$ cat src/rtl/accum_pkg.sv
// Shared codes and flag positions of the dual-accumulator arithmetic unit.
// Assumes: function codes are 4 bits; the flag word is 4 bits wide.
package accum_pkg;

    localparam int FLAG_W   = 4;
    localparam int FL_MINUS = 3;
    localparam int FL_ZERO  = 2;
    localparam int FL_FIT   = 1;
    localparam int FL_MATH  = 0;

    // Map 1: product pipeline, logic and add/subtract against y
    typedef enum logic [3:0] {
        M1_MOVP_MUL = 4'h0,
        M1_ADDP_MUL = 4'h1,
        M1_MUL_ONLY = 4'h2,
        M1_SUBP_MUL = 4'h3,
        M1_MOVP     = 4'h4,
        M1_ADDP     = 4'h5,
        M1_IDLE     = 4'h6,
        M1_SUBP     = 4'h7,
        M1_ORY      = 4'h8,
        M1_XORY     = 4'h9,
        M1_TSTY     = 4'hA,
        M1_CMPY     = 4'hB,
        M1_MOVY     = 4'hC,
        M1_ADDY     = 4'hD,
        M1_ANDY     = 4'hE,
        M1_SUBY     = 4'hF
    } map1_code_e;

    // Map 2: fixed shifts, round, increment, negate, moves
    typedef enum logic [3:0] {
        M2_SHR1  = 4'h0,
        M2_SHL1  = 4'h1,
        M2_SHR4  = 4'h2,
        M2_SHL4  = 4'h3,
        M2_SHR8  = 4'h4,
        M2_SHL8  = 4'h5,
        M2_SHR16 = 4'h6,
        M2_SHL16 = 4'h7,
        M2_MOVP  = 4'h8,
        M2_INCHI = 4'h9,
        M2_RSVD  = 4'hA,
        M2_RND   = 4'hB,
        M2_MOVY  = 4'hC,
        M2_INC   = 4'hD,
        M2_COPY  = 4'hE,
        M2_NEG   = 4'hF
    } map2_code_e;

endpackage

$ cat src/rtl/accum_addsub.sv
// Two's-complement adder/subtractor with signed overflow detection.
// Assumes: sub=1 computes a-b; overflow is for W-bit signed operands.
module accum_addsub #(
    parameter int W = 36
) (
    input  logic [W-1:0] a,
    input  logic [W-1:0] b,
    input  logic         sub,
    output logic [W-1:0] sum,
    output logic         ovf
);
    logic [W-1:0] b_eff;

    // Invert b for subtraction and form the sum with carry-in
    always_comb begin
        b_eff = sub ? ~b : b;
        sum   = a + b_eff + {{(W-1){1'b0}}, sub};
        ovf   = (a[W-1] == b_eff[W-1]) && (sum[W-1] != a[W-1]);
    end
endmodule

$ cat src/rtl/accum_map1.sv
// Map 1 datapath: product merges, logic and add/subtract against y.
// Assumes: prod_ext and y_ext are already aligned to the accumulator width.
module accum_map1
    import accum_pkg::*;
#(
    parameter int W = 36
) (
    input  logic [3:0]   code,
    input  logic [W-1:0] acc_s,
    input  logic [W-1:0] prod_ext,
    input  logic [W-1:0] y_ext,
    output logic [W-1:0] res,
    output logic         acc_we,
    output logic         flag_we,
    output logic         prod_we,
    output logic         math_ovf
);
    logic [W-1:0] op_a;
    logic [W-1:0] op_b;
    logic         op_sub;
    logic [W-1:0] sum;
    logic         sum_ovf;
    logic         use_logic;
    logic [W-1:0] logic_res;

    // Choose adder operands and logic result per code
    always_comb begin
        op_a      = acc_s;
        op_b      = y_ext;
        op_sub    = 1'b0;
        use_logic = 1'b0;
        logic_res = acc_s & y_ext;
        acc_we    = 1'b1;
        flag_we   = 1'b1;
        prod_we   = 1'b0;
        unique case (map1_code_e'(code))
            M1_MOVP_MUL: begin op_a = '0;    op_b = prod_ext; prod_we = 1'b1; end
            M1_ADDP_MUL: begin op_b = prod_ext; prod_we = 1'b1; end
            M1_MUL_ONLY: begin acc_we = 1'b0; flag_we = 1'b0; prod_we = 1'b1; end
            M1_SUBP_MUL: begin op_b = prod_ext; op_sub = 1'b1; prod_we = 1'b1; end
            M1_MOVP:     begin op_a = '0;    op_b = prod_ext; end
            M1_ADDP:     begin op_b = prod_ext; end
            M1_IDLE:     begin acc_we = 1'b0; flag_we = 1'b0; end
            M1_SUBP:     begin op_b = prod_ext; op_sub = 1'b1; end
            M1_ORY:      begin use_logic = 1'b1; logic_res = acc_s | y_ext; end
            M1_XORY:     begin use_logic = 1'b1; logic_res = acc_s ^ y_ext; end
            M1_TSTY:     begin use_logic = 1'b1; acc_we = 1'b0; end
            M1_CMPY:     begin op_sub = 1'b1; acc_we = 1'b0; end
            M1_MOVY:     begin op_a = '0; end
            M1_ADDY:     begin end
            M1_ANDY:     begin use_logic = 1'b1; end
            M1_SUBY:     begin op_sub = 1'b1; end
            default:     begin acc_we = 1'b0; flag_we = 1'b0; end
        endcase
    end

    accum_addsub #(.W(W)) u_add (
        .a   (op_a),
        .b   (op_b),
        .sub (op_sub),
        .sum (sum),
        .ovf (sum_ovf)
    );

    // Pick the final result and its overflow indication
    always_comb begin
        res      = use_logic ? logic_res : sum;
        math_ovf = use_logic ? 1'b0 : sum_ovf;
    end
endmodule

$ cat src/rtl/accum_map2.sv
// Map 2 datapath: fixed-distance shifts, round, increments, negate, moves.
// Assumes: LW is the width of the low half; shift distances are 1,4,8,16.
module accum_map2
    import accum_pkg::*;
#(
    parameter int W  = 36,
    parameter int LW = 16
) (
    input  logic [3:0]   code,
    input  logic [W-1:0] acc_s,
    input  logic [W-1:0] prod_ext,
    input  logic [W-1:0] y_ext,
    output logic [W-1:0] res,
    output logic         acc_we,
    output logic         math_ovf,
    output logic         reserved
);
    localparam int NSH = 4;

    logic [W-1:0] shr [NSH];
    logic [W-1:0] shl [NSH];

    // One right and one left shifter per fixed distance
    for (genvar g = 0; g < NSH; g++) begin : g_shift
        localparam int DIST = (g == 0) ? 1 : (4 << (g - 1));
        assign shr[g] = W'($signed(acc_s) >>> DIST);
        assign shl[g] = acc_s << DIST;
    end

    logic [W-1:0] op_a;
    logic [W-1:0] op_b;
    logic         op_sub;
    logic [W-1:0] sum;
    logic         sum_ovf;
    logic         is_shift;
    logic         clr_low;

    // Choose adder operands per code
    always_comb begin
        op_a     = acc_s;
        op_b     = '0;
        op_sub   = 1'b0;
        is_shift = 1'b0;
        clr_low  = 1'b0;
        acc_we   = 1'b1;
        reserved = 1'b0;
        unique case (map2_code_e'(code))
            M2_SHR1, M2_SHL1, M2_SHR4, M2_SHL4,
            M2_SHR8, M2_SHL8, M2_SHR16, M2_SHL16: is_shift = 1'b1;
            M2_MOVP:  begin op_a = '0; op_b = prod_ext; end
            M2_INCHI: op_b[LW] = 1'b1;
            M2_RSVD:  begin acc_we = 1'b0; reserved = 1'b1; end
            M2_RND:   begin op_b[LW-1] = 1'b1; clr_low = 1'b1; end
            M2_MOVY:  begin op_a = '0; op_b = y_ext; end
            M2_INC:   op_b[0] = 1'b1;
            M2_COPY:  begin end
            M2_NEG:   begin op_a = '0; op_b = acc_s; op_sub = 1'b1; end
            default:  acc_we = 1'b0;
        endcase
    end

    accum_addsub #(.W(W)) u_add (
        .a   (op_a),
        .b   (op_b),
        .sub (op_sub),
        .sum (sum),
        .ovf (sum_ovf)
    );

    // Form the result: shifter output, rounded sum or plain sum
    always_comb begin
        if (is_shift) begin
            res      = code[0] ? shl[code[2:1]] : shr[code[2:1]];
            math_ovf = 1'b0;
        end else if (clr_low) begin
            res      = {sum[W-1:LW], {LW{1'b0}}};
            math_ovf = sum_ovf;
        end else begin
            res      = sum;
            math_ovf = sum_ovf;
        end
    end
endmodule

$ cat src/rtl/accum_status.sv
// Derives the four condition flags from a 36-bit result.
// Assumes: FIT_LSB is the top bit of the 32-bit signed range (bit 31).
module accum_status
    import accum_pkg::*;
#(
    parameter int W       = 36,
    parameter int FIT_LSB = 31
) (
    input  logic [W-1:0]      res,
    input  logic              math_ovf,
    output logic [FLAG_W-1:0] flags
);
    logic [W-1:FIT_LSB] top;

    // Compute sign, zero, fit and math-overflow flags
    always_comb begin
        top             = res[W-1:FIT_LSB];
        flags           = '0;
        flags[FL_MINUS] = res[W-1];
        flags[FL_ZERO]  = (res == '0);
        flags[FL_FIT]   = !((&top) || !(|top));
        flags[FL_MATH]  = math_ovf;
    end
endmodule

$ cat src/rtl/accum_dau.sv
// Dual-accumulator arithmetic unit: registers, operand alignment, map select.
// Assumes: one operation per cycle; loads of x/y take effect at the edge.
module accum_dau
    import accum_pkg::*;
#(
    parameter int DATA_W  = 16,
    parameter int GUARD_W = 4,
    parameter int ALIGN_W = 8
) (
    input  logic                            clk,
    input  logic                            rst_n,
    input  logic                            op_valid,
    input  logic                            op_is_f2,
    input  logic [3:0]                      func_code,
    input  logic                            src_acc,
    input  logic                            dst_acc,
    input  logic                            x_load,
    input  logic [DATA_W-1:0]               x_data,
    input  logic                            y_load,
    input  logic [DATA_W-1:0]               y_data,
    input  logic [ALIGN_W-1:0]              align_ctl_i,
    output logic [ALIGN_W-1:0]              align_ctl_o,
    output logic [GUARD_W+2*DATA_W-1:0]     acc0_o,
    output logic [GUARD_W+2*DATA_W-1:0]     acc1_o,
    output logic [2*DATA_W-1:0]             prod_o,
    output logic [FLAG_W-1:0]               flags_o,
    output logic                            illegal_op
);
    localparam int PROD_W  = 2 * DATA_W;
    localparam int ACC_W   = GUARD_W + PROD_W;
    localparam int NUM_ACC = 2;

    logic [ACC_W-1:0]  acc_q [NUM_ACC];
    logic [PROD_W-1:0] prod_q;
    logic [DATA_W-1:0] x_q;
    logic [DATA_W-1:0] y_q;
    logic [FLAG_W-1:0] flags_q;

    logic [ACC_W-1:0]  acc_s;
    logic [ACC_W-1:0]  prod_ext;
    logic [ACC_W-1:0]  y_ext;
    logic [PROD_W-1:0] product;

    // Align operands to the accumulator and form the new product
    always_comb begin
        acc_s    = acc_q[src_acc];
        prod_ext = {{GUARD_W{prod_q[PROD_W-1]}}, prod_q};
        y_ext    = {{GUARD_W{y_q[DATA_W-1]}}, y_q, {DATA_W{1'b0}}};
        product  = $signed({{DATA_W{x_q[DATA_W-1]}}, x_q})
                 * $signed({{DATA_W{y_q[DATA_W-1]}}, y_q});
    end

    logic [ACC_W-1:0] m1_res;
    logic             m1_acc_we, m1_flag_we, m1_prod_we, m1_ovf;
    logic [ACC_W-1:0] m2_res;
    logic             m2_acc_we, m2_ovf, m2_rsvd;

    accum_map1 #(.W(ACC_W)) u_map1 (
        .code     (func_code),
        .acc_s    (acc_s),
        .prod_ext (prod_ext),
        .y_ext    (y_ext),
        .res      (m1_res),
        .acc_we   (m1_acc_we),
        .flag_we  (m1_flag_we),
        .prod_we  (m1_prod_we),
        .math_ovf (m1_ovf)
    );

    accum_map2 #(.W(ACC_W), .LW(DATA_W)) u_map2 (
        .code     (func_code),
        .acc_s    (acc_s),
        .prod_ext (prod_ext),
        .y_ext    (y_ext),
        .res      (m2_res),
        .acc_we   (m2_acc_we),
        .math_ovf (m2_ovf),
        .reserved (m2_rsvd)
    );

    logic [ACC_W-1:0]  res;
    logic              math_ovf;
    logic              acc_we, flag_we, prod_we;
    logic [FLAG_W-1:0] flags_new;

    // Select the active map and gate its write enables with op_valid
    always_comb begin
        res      = op_is_f2 ? m2_res : m1_res;
        math_ovf = op_is_f2 ? m2_ovf : m1_ovf;
        acc_we   = op_valid && (op_is_f2 ? m2_acc_we : m1_acc_we);
        flag_we  = op_valid && (op_is_f2 ? m2_acc_we : m1_flag_we);
        prod_we  = op_valid && !op_is_f2 && m1_prod_we;
    end

    accum_status #(.W(ACC_W), .FIT_LSB(PROD_W - 1)) u_status (
        .res      (res),
        .math_ovf (math_ovf),
        .flags    (flags_new)
    );

    // One register per accumulator, written only when selected as destination
    for (genvar i = 0; i < NUM_ACC; i++) begin : g_acc
        always_ff @(posedge clk) begin
            if (!rst_n)
                acc_q[i] <= '0;
            else if (acc_we && (32'(dst_acc) == i))
                acc_q[i] <= res;
        end
    end

    // Product, operand and status registers
    always_ff @(posedge clk) begin
        if (!rst_n) begin
            prod_q  <= '0;
            x_q     <= '0;
            y_q     <= '0;
            flags_q <= '0;
        end else begin
            if (prod_we) prod_q  <= product;
            if (x_load)  x_q     <= x_data;
            if (y_load)  y_q     <= y_data;
            if (flag_we) flags_q <= flags_new;
        end
    end

    // Drive the outputs
    always_comb begin
        align_ctl_o = align_ctl_i;
        acc0_o      = acc_q[0];
        acc1_o      = acc_q[1];
        prod_o      = prod_q;
        flags_o     = flags_q;
        illegal_op  = op_valid && op_is_f2 && m2_rsvd;
    end
endmodule

$ cat config.mk
export PLATFORM = sky130hd
export DESIGN_NAME = accum_dau
export DESIGN_NICKNAME = d
export VERILOG_FILES = /design/src/rtl/accum_pkg.sv /design/src/rtl/accum_addsub.sv /design/src/rtl/accum_map1.sv /design/src/rtl/accum_map2.sv /design/src/rtl/accum_status.sv /design/src/rtl/accum_dau.sv
export SDC_FILE = /design/constraint.sdc
export NUM_CORES = 1
export LEC_CHECK = 0
export BUFFER_PORTS_ARGS = -buffer_cell sky130_fd_sc_hd__buf_4
export CELL_PAD_IN_SITES_DETAIL_PLACEMENT = 1
export CELL_PAD_IN_SITES_GLOBAL_PLACEMENT = 1
export CORE_AREA = 3 3 238 240
export DETAILED_ROUTE_END_ITERATION = 16
export DIE_AREA = 0 0 241 243
export GPL_TIMING_DRIVEN = 0
export PLACE_DENSITY_LB_ADDON = 0.15
export SLEW_MARGIN = 15
export SYNTH_ARGS = -nofsm -noshare
export SYNTH_HDL_FRONTEND = slang
export SYNTH_HIERARCHICAL = 1
export SYNTH_SLANG_ARGS = --single-unit
$ cat constraint.sdc
create_clock -name clk -period 6.5 [get_ports clk]
set_input_delay 0.65 -clock clk [delete_from_list [all_inputs] [get_ports clk]]
set_output_delay 0.65 -clock clk [all_outputs]
set_load 0.01 [all_outputs]
Yosys cells after proc, flatten, opt, wreduce, memory -nomap -nowiden
Memory sizes are Yosys's and may differ from the RTL's.
Index checks and enable logic that the tools add are counted.
{"block": "word_totals", "ram_bits": 72, "regBits": 68, "inputBits": 52, "mem_count": 1}
{"name": "acc_q", "depth": 2, "word_bits": 36, "read_ports": 3, "rd_ports_with_merged_regs": 0, "write_ports": 2, "line_no": "accum_dau.sv:33", "text": "logic [ACC_W-1:0] acc_q [NUM_ACC];"}
{"block": "classes", "reduce_logical": 27, "bitwise_logic": 9, "muxes": 46, "order_cmp": 1, "multipliers": 1, "eq_ne": 19, "addsub": 4}
{"operator": "$mux W36", "count": 15}
{"operator": "$bmux W36 S2", "count": 2}
{"operator": "$add A36 B1 Y36", "count": 2}
{"operator": "$add A36 B36 Y36", "count": 2}
{"operator": "$not A36 Y36", "count": 2}
{"operator": "$pmux W36 S2", "count": 1}
{"operator": "$pmux W19 S3", "count": 1}
{"operator": "$and A36 B36 Y36", "count": 1}
{"operator": "$logic_not A36 Y1", "count": 1}
{"operator": "$or A36 B36 Y36", "count": 1}
{"operator": "$xor A36 B36 Y36", "count": 1}
{"operator": "$eq A4 B4 Y1 const B", "count": 8}
{"operator": "$mul A16 B16 Y32", "count": 1}
{"operator": "$pmux W14 S2", "count": 1}
{"operator": "$mux W1", "count": 22}
{"operator": "$eq A4 B3 Y1 const B", "count": 4}
{"operator": "$mux W16", "count": 1}
{"operator": "$reduce_or A4 Y1", "count": 4}
{"operator": "$logic_and A1 B1 Y1", "count": 10}
{"operator": "$eq A4 B2 Y1 const B", "count": 2}
{"operator": "$reduce_or A8 Y1", "count": 1}
{"operator": "$pmux W1 S3", "count": 2}
{"operator": "$reduce_or A3 Y1", "count": 2}
{"operator": "$reduce_or A6 Y1", "count": 1}
{"operator": "other kinds (14)", "count": 19}

Logic depth before layout (Yosys ltp)
{"block": "depth", "word_depth": 13, "mapped_depth": 27}

Modules after synthesis
Netlist, hierarchy kept.
{"mod": "accum_dau", "area_per_inst_um2": 15876.5, "cells_each": 1646, "n_inst": 1}
{"mod": "accum_addsub", "area_per_inst_um2": 2302.2, "cells_each": 314, "n_inst": 2}
{"mod": "accum_map1", "area_per_inst_um2": 3160.5, "cells_each": 404, "n_inst": 1}
{"mod": "accum_map2", "area_per_inst_um2": 3037.9, "cells_each": 430, "n_inst": 1}
{"mod": "accum_status", "area_per_inst_um2": 120.1, "cells_each": 17, "n_inst": 1}

Worst setup path after synthesis
Ideal clock, no wire load.
{"block": "synth_timing", "kind": "flip-flop to flip-flop", "from": "reg y_q[1]", "to": "reg prod_q[29] (netlist: prod_o[29])", "synth_period_minus_slack_ns": 5.991, "arrival_time_ns": 5.871, "setup_slack_ns": 0.509, "path_stages_with_launch": 20, "path_cell_list": "dfxtp_1 > clkbuf_1 > nand2_1 > inv_1 > fa_1 > fa_1 > fa_1 > fa_1 > fa_1 > inv_1 > fa_1 > inv_1 > ha_1 > a21o_1 > a21o_1 > a21o_1 > a21oi_1 > a31o_1 > a21oi_1 > o31a_1"}
{"block": "synth_via", "elab_chain_len": 1}
{"item": "start: declaration", "line_no": "accum_dau.sv:36", "text": "logic [DATA_W-1:0] y_q;"}
{"item": "start signal: assignment", "line_no": "accum_dau.sv:121", "text": "if (y_load) y_q <= y_data;"}
{"item": "$mul A16 B16 Y32", "line_no": "accum_dau.sv:50", "text": "* $signed({{DATA_W{y_q[DATA_W-1]}}, y_q});"}
{"item": "end signal: assignment", "line_no": "accum_dau.sv:119", "text": "if (prod_we) prod_q <= product;"}
{"item": "end: declaration", "line_no": "accum_dau.sv:34", "text": "logic [PROD_W-1:0] prod_q;"}
Every way passes these cells.
A chain may end at the register's enable or synchronous reset.

Worst setup path in the final report
{"block": "layout_timing", "from": "in func_code[3]", "to": "reg flags_q[2] (netlist: flags_o[2])"}
{"block": "layout_via", "elab_cells_between_ends": 54, "classes_between": "add/sub (4); eq/ne (15); mux (23); bitwise (2); reduce/logical (10)"}
{"item": "start: declaration", "line_no": "accum_dau.sv:14", "text": "input logic [3:0] func_code,"}
{"item": "$eq A4 B4 Y1 (*)", "line_no": "accum_map2.sv:47", "text": "unique case (map2_code_e'(code))"}
{"item": "$mux W1 (*)", "line_no": "accum_map2.sv:47"}
{"item": "named net u_map2.op_sub", "line_no": "accum_map2.sv:32", "text": "logic op_sub;"}
{"item": "$mux W36", "line_no": "accum_addsub.sv:16", "text": "b_eff = sub ? ~b : b;"}
{"item": "$add A36 B36 Y36", "line_no": "accum_addsub.sv:17", "text": "sum = a + b_eff + {{(W-1){1'b0}}, sub};"}
{"item": "$add A36 B1 Y36 (*)", "line_no": "accum_addsub.sv:17"}
{"item": "named net u_map2.sum[28]", "line_no": "accum_map2.sv:33", "text": "logic [W-1:0] sum;"}
{"item": "$mux W36 (*)", "line_no": "accum_map2.sv:72", "text": "if (is_shift) begin"}
{"item": "named net m2_res[28]", "line_no": "accum_dau.sv:55", "text": "logic [ACC_W-1:0] m2_res;"}
{"item": "$mux W36 (*)", "line_no": "accum_dau.sv:88", "text": "res = op_is_f2 ? m2_res : m1_res;"}
{"item": "named net res[28]", "line_no": "accum_dau.sv:81", "text": "logic [ACC_W-1:0] res;"}
{"item": "$logic_not A36 Y1 (*)", "line_no": "accum_status.sv:20", "text": "flags[FL_ZERO] = (res == '0);"}
{"item": "named net flags_new[2]", "line_no": "accum_dau.sv:84", "text": "logic [FLAG_W-1:0] flags_new;"}
{"item": "end signal: assignment", "line_no": "accum_dau.sv:122", "text": "if (flag_we) flags_q <= flags_new;"}
{"item": "end: declaration", "line_no": "accum_dau.sv:37", "text": "logic [FLAG_W-1:0] flags_q;"}
The timed path passes the listed nets; every way through them passes the cells marked *.

==> flow_summary.toml <==
[status]
run_status = "finished, final reports clean"

[final_layout]
fin_cells = 4088
multi_input_area_um2 = 20950
fin_nets = 3907
area_growth_pct = 12.09
fill_cells = 6609
layout-drive-gt1-share_pct = 14.73
regArea_um2 = 3585

[synth]
synth_edf_count = 72
syn_area_per_cell_um2 = 8.576
ys_types = 97
synth_area_um2 = 26800
synth.largest_area_cell = "fa_1"
ys_seq_elements = 140
synthTopCellsByCount = "inv_1 (471), nand2_1 (273), fa_1 (264)"
synthArstFlopShare_pct = 0
ys.warnings.count = 6
synth_top_area_share_pct = 19.72
netlist_instances = 3125
yosysMostFrequentCell = "inv_1"
synth_seq_area_share_pct = 13.15
synth_top_flop_cell = "edfxtp_1"
synth.top_cells.by_area = "fa_1 (20%), ha_1 (10%), edfxtp_1 (8.1%), inv_1 (6.6%), dfxtp_1 (5.1%)"

[worst_setup_path]
r2r_setup_slack_ps = 210
r2r-end = "prod_o[25]"
start_kind = "input port"
path_class = "in2reg"
crit_path_end_kind = "flip-flop"
max_stage_delay_ps = 490
crit_top_cell = "buf_4"
crit_fanout = 10
crit_slowest_cell = "a222oi_1"
rr_startpoint = "x_q[5]"
arrival_ps = 6750
required_ps = 6920
r2r_cells = 23

[routing]
drt_iter0_markers = 1571
via_per_inst = 5.935
ant_nets = 0
num_vias = 24264
routed_wl_um = 103300
dr.pass1.iters = 9
drc = 0
wl_per_cell_um = 25.26

[sta]
period_needed_ps = 6331
clock_skew_ps = 14.42
whs_ps = 400.0
max_slew_margin_pct = 23.95
fmax_ghz = 0.1580
slew_viol_final = 0
finalHoldViolCount = 0
min_period_over_period_pct = 97.40
worstMarginPinSlew_ps = 1141
final-setup-viol-count = 0

[grt]
grt_pass1_wl_um = 157700
overflow = 0
grt_usage_pct = 35.48
grt_max_degree = 33
antenna_found_initial = 0
grt_pass1_vias = 26520

[floorplanning]
rows = 86
die_area_um2 = 58560
ios = 169
coreArea_um2 = 54880
die_w_um = 241
initial_utilization_pct = 48.83
die_h_um = 243

[clock_tree]
cts_tree = "done"
clockBufferDepth = 2
worstSkewPairLatency_ps = 490
clk_pin_slew_worst_paths_ps = 70
cts.sinks = 140
root_buffer = "clkbuf_16"
numCtsBuffers = 17
htree_num_levels = 4

[hold_path]
whs_path_depth = 3
hp-start = "x_data[0]"
worstHoldEndpoint = "x_q[0]"
hold_class = "in2reg"

[power_and_ir_drop]
powerDensity_nw_per_um2 = 152.9
peakVddDrop_uv = 211.7
p_leak_nw = 15.00

[flow_run]
drv_cap = 0

[placed_design]
io_buffers = 156
dp.cells = 4050
hpwl_um = 85390
place.gp.congestion = 0.9690
## state kept, by name (all words and copies together), names as in the netlist
name / cells
flags_o: 4
prod_o: 32
acc_q: 72
x_q: 16
y_q: 16
## cells in the final DEF (no fill, tap or decap), types with 47 or more instances in the layout
master    count
clkbuf_1     63
buf_4       199
o21ai_1      47
mux2i_1     114
o21ai_0      80
fa_1        262
ha_1        222
a21o_1       52
and2_1      207
xor2_1      108
a21oi_1     126
nor2_1      200
conb_1       64
edfxtp_1     72
nand2_1     272
mux2_2       48
inv_1       471
## worst max-delay path: cells and delay by family
| kind | cells | cell delay (ps) |
|---|---|---|
| compound gates | 8 | 2100 |
| mux | 2 | 350 |
| buf+inv | 7 | 1600 |
| xor+xnor | 1 | 140 |
| simple gates | 7 | 1480 |
| fa+ha+maj | 1 | 390 |
## final cells by class
cell class	count	area share (%)
clock buffer	17	1.416
tap	704	2.932
sequential	140	11.93
antenna	2	0.01666
buffer	168	3.149
clock inverter	15	0.5040
timing repair buffer	171	4.411
multi-input combinational	2398	69.73
inverter	473	5.910
## layer usage
| layer | wire length [um] | global-route usage, % |
|---|---|---|
| met1 | 41000 | 41.42 |
| met2 | 52140 | 63.05 |
| met3 | 5007 | 4.795 |
| met4 | 5129 | 18.17 |
| met5 | 0 | 0 |
## how the worst max path moves through the flow
stage	from	to	slack, ps	depth (start not counted)
global placement	func_code[3]	flags_o[2]	-1290	25
floorplan	y_q[1]	prod_o[29]	510	19
CTS	func_code[1]	flags_o[2]	-4	21
finish	func_code[3]	flags_o[2]	170	26
detailed placement	func_code[3]	flags_o[2]	-1480	25
global route	func_code[3]	flags_o[2]	-10	26
## cells by family (layout without fill, tap and decap cells)
logic type      count (synthesis)  count (layout)  synth area share [%]
simple gates                  876             876                 16.11
buf+inv                       650             844                 9.968
compound gates                609             609                 16.52
fa+ha+maj                     486             486                 30.09
mux                           208             208                 9.095
xor+xnor                      155             155                 5.066
flops                         140             140                 13.15
other cells                     1              66               0.01399
## through the flow
stage                     TNS [ps]  setup WS (ps)  power [mW]  area (um2)  utilization (%)
after detailed placement    -15550          -1476       3.520       29140            53.10
after global routing        -14.06         -12.13       4.866       30040            54.73
after CTS                   -4.006         -4.006       4.547       29890            54.47
after floorplan                  0          509.1       2.708       27040                -
after global placement      -20160          -1286       3.402       29090            53.01
final                            0          169.3       4.592       30040            54.74
## where the power goes
group	switching, mW	internal [mW]	leakage, nW	total [mW]
registers	0.102	0.987	1.33	1.09
logic	1.52	0.972	13.4	2.49
clock network	0.475	0.538	0.279	1.01
total	2.10	2.50	15.0	4.59
## what timing repair did
item,4_1_cts,5_1_grt
pin swaps,3,6
hold endpoints to repair,0,0
hold buffers,0,0
gates cloned,0,0
buffers inserted,6,7
resized for setup,75,66
endpoints found under the setup margin,20,9
(Power assumes the default switching activity.)
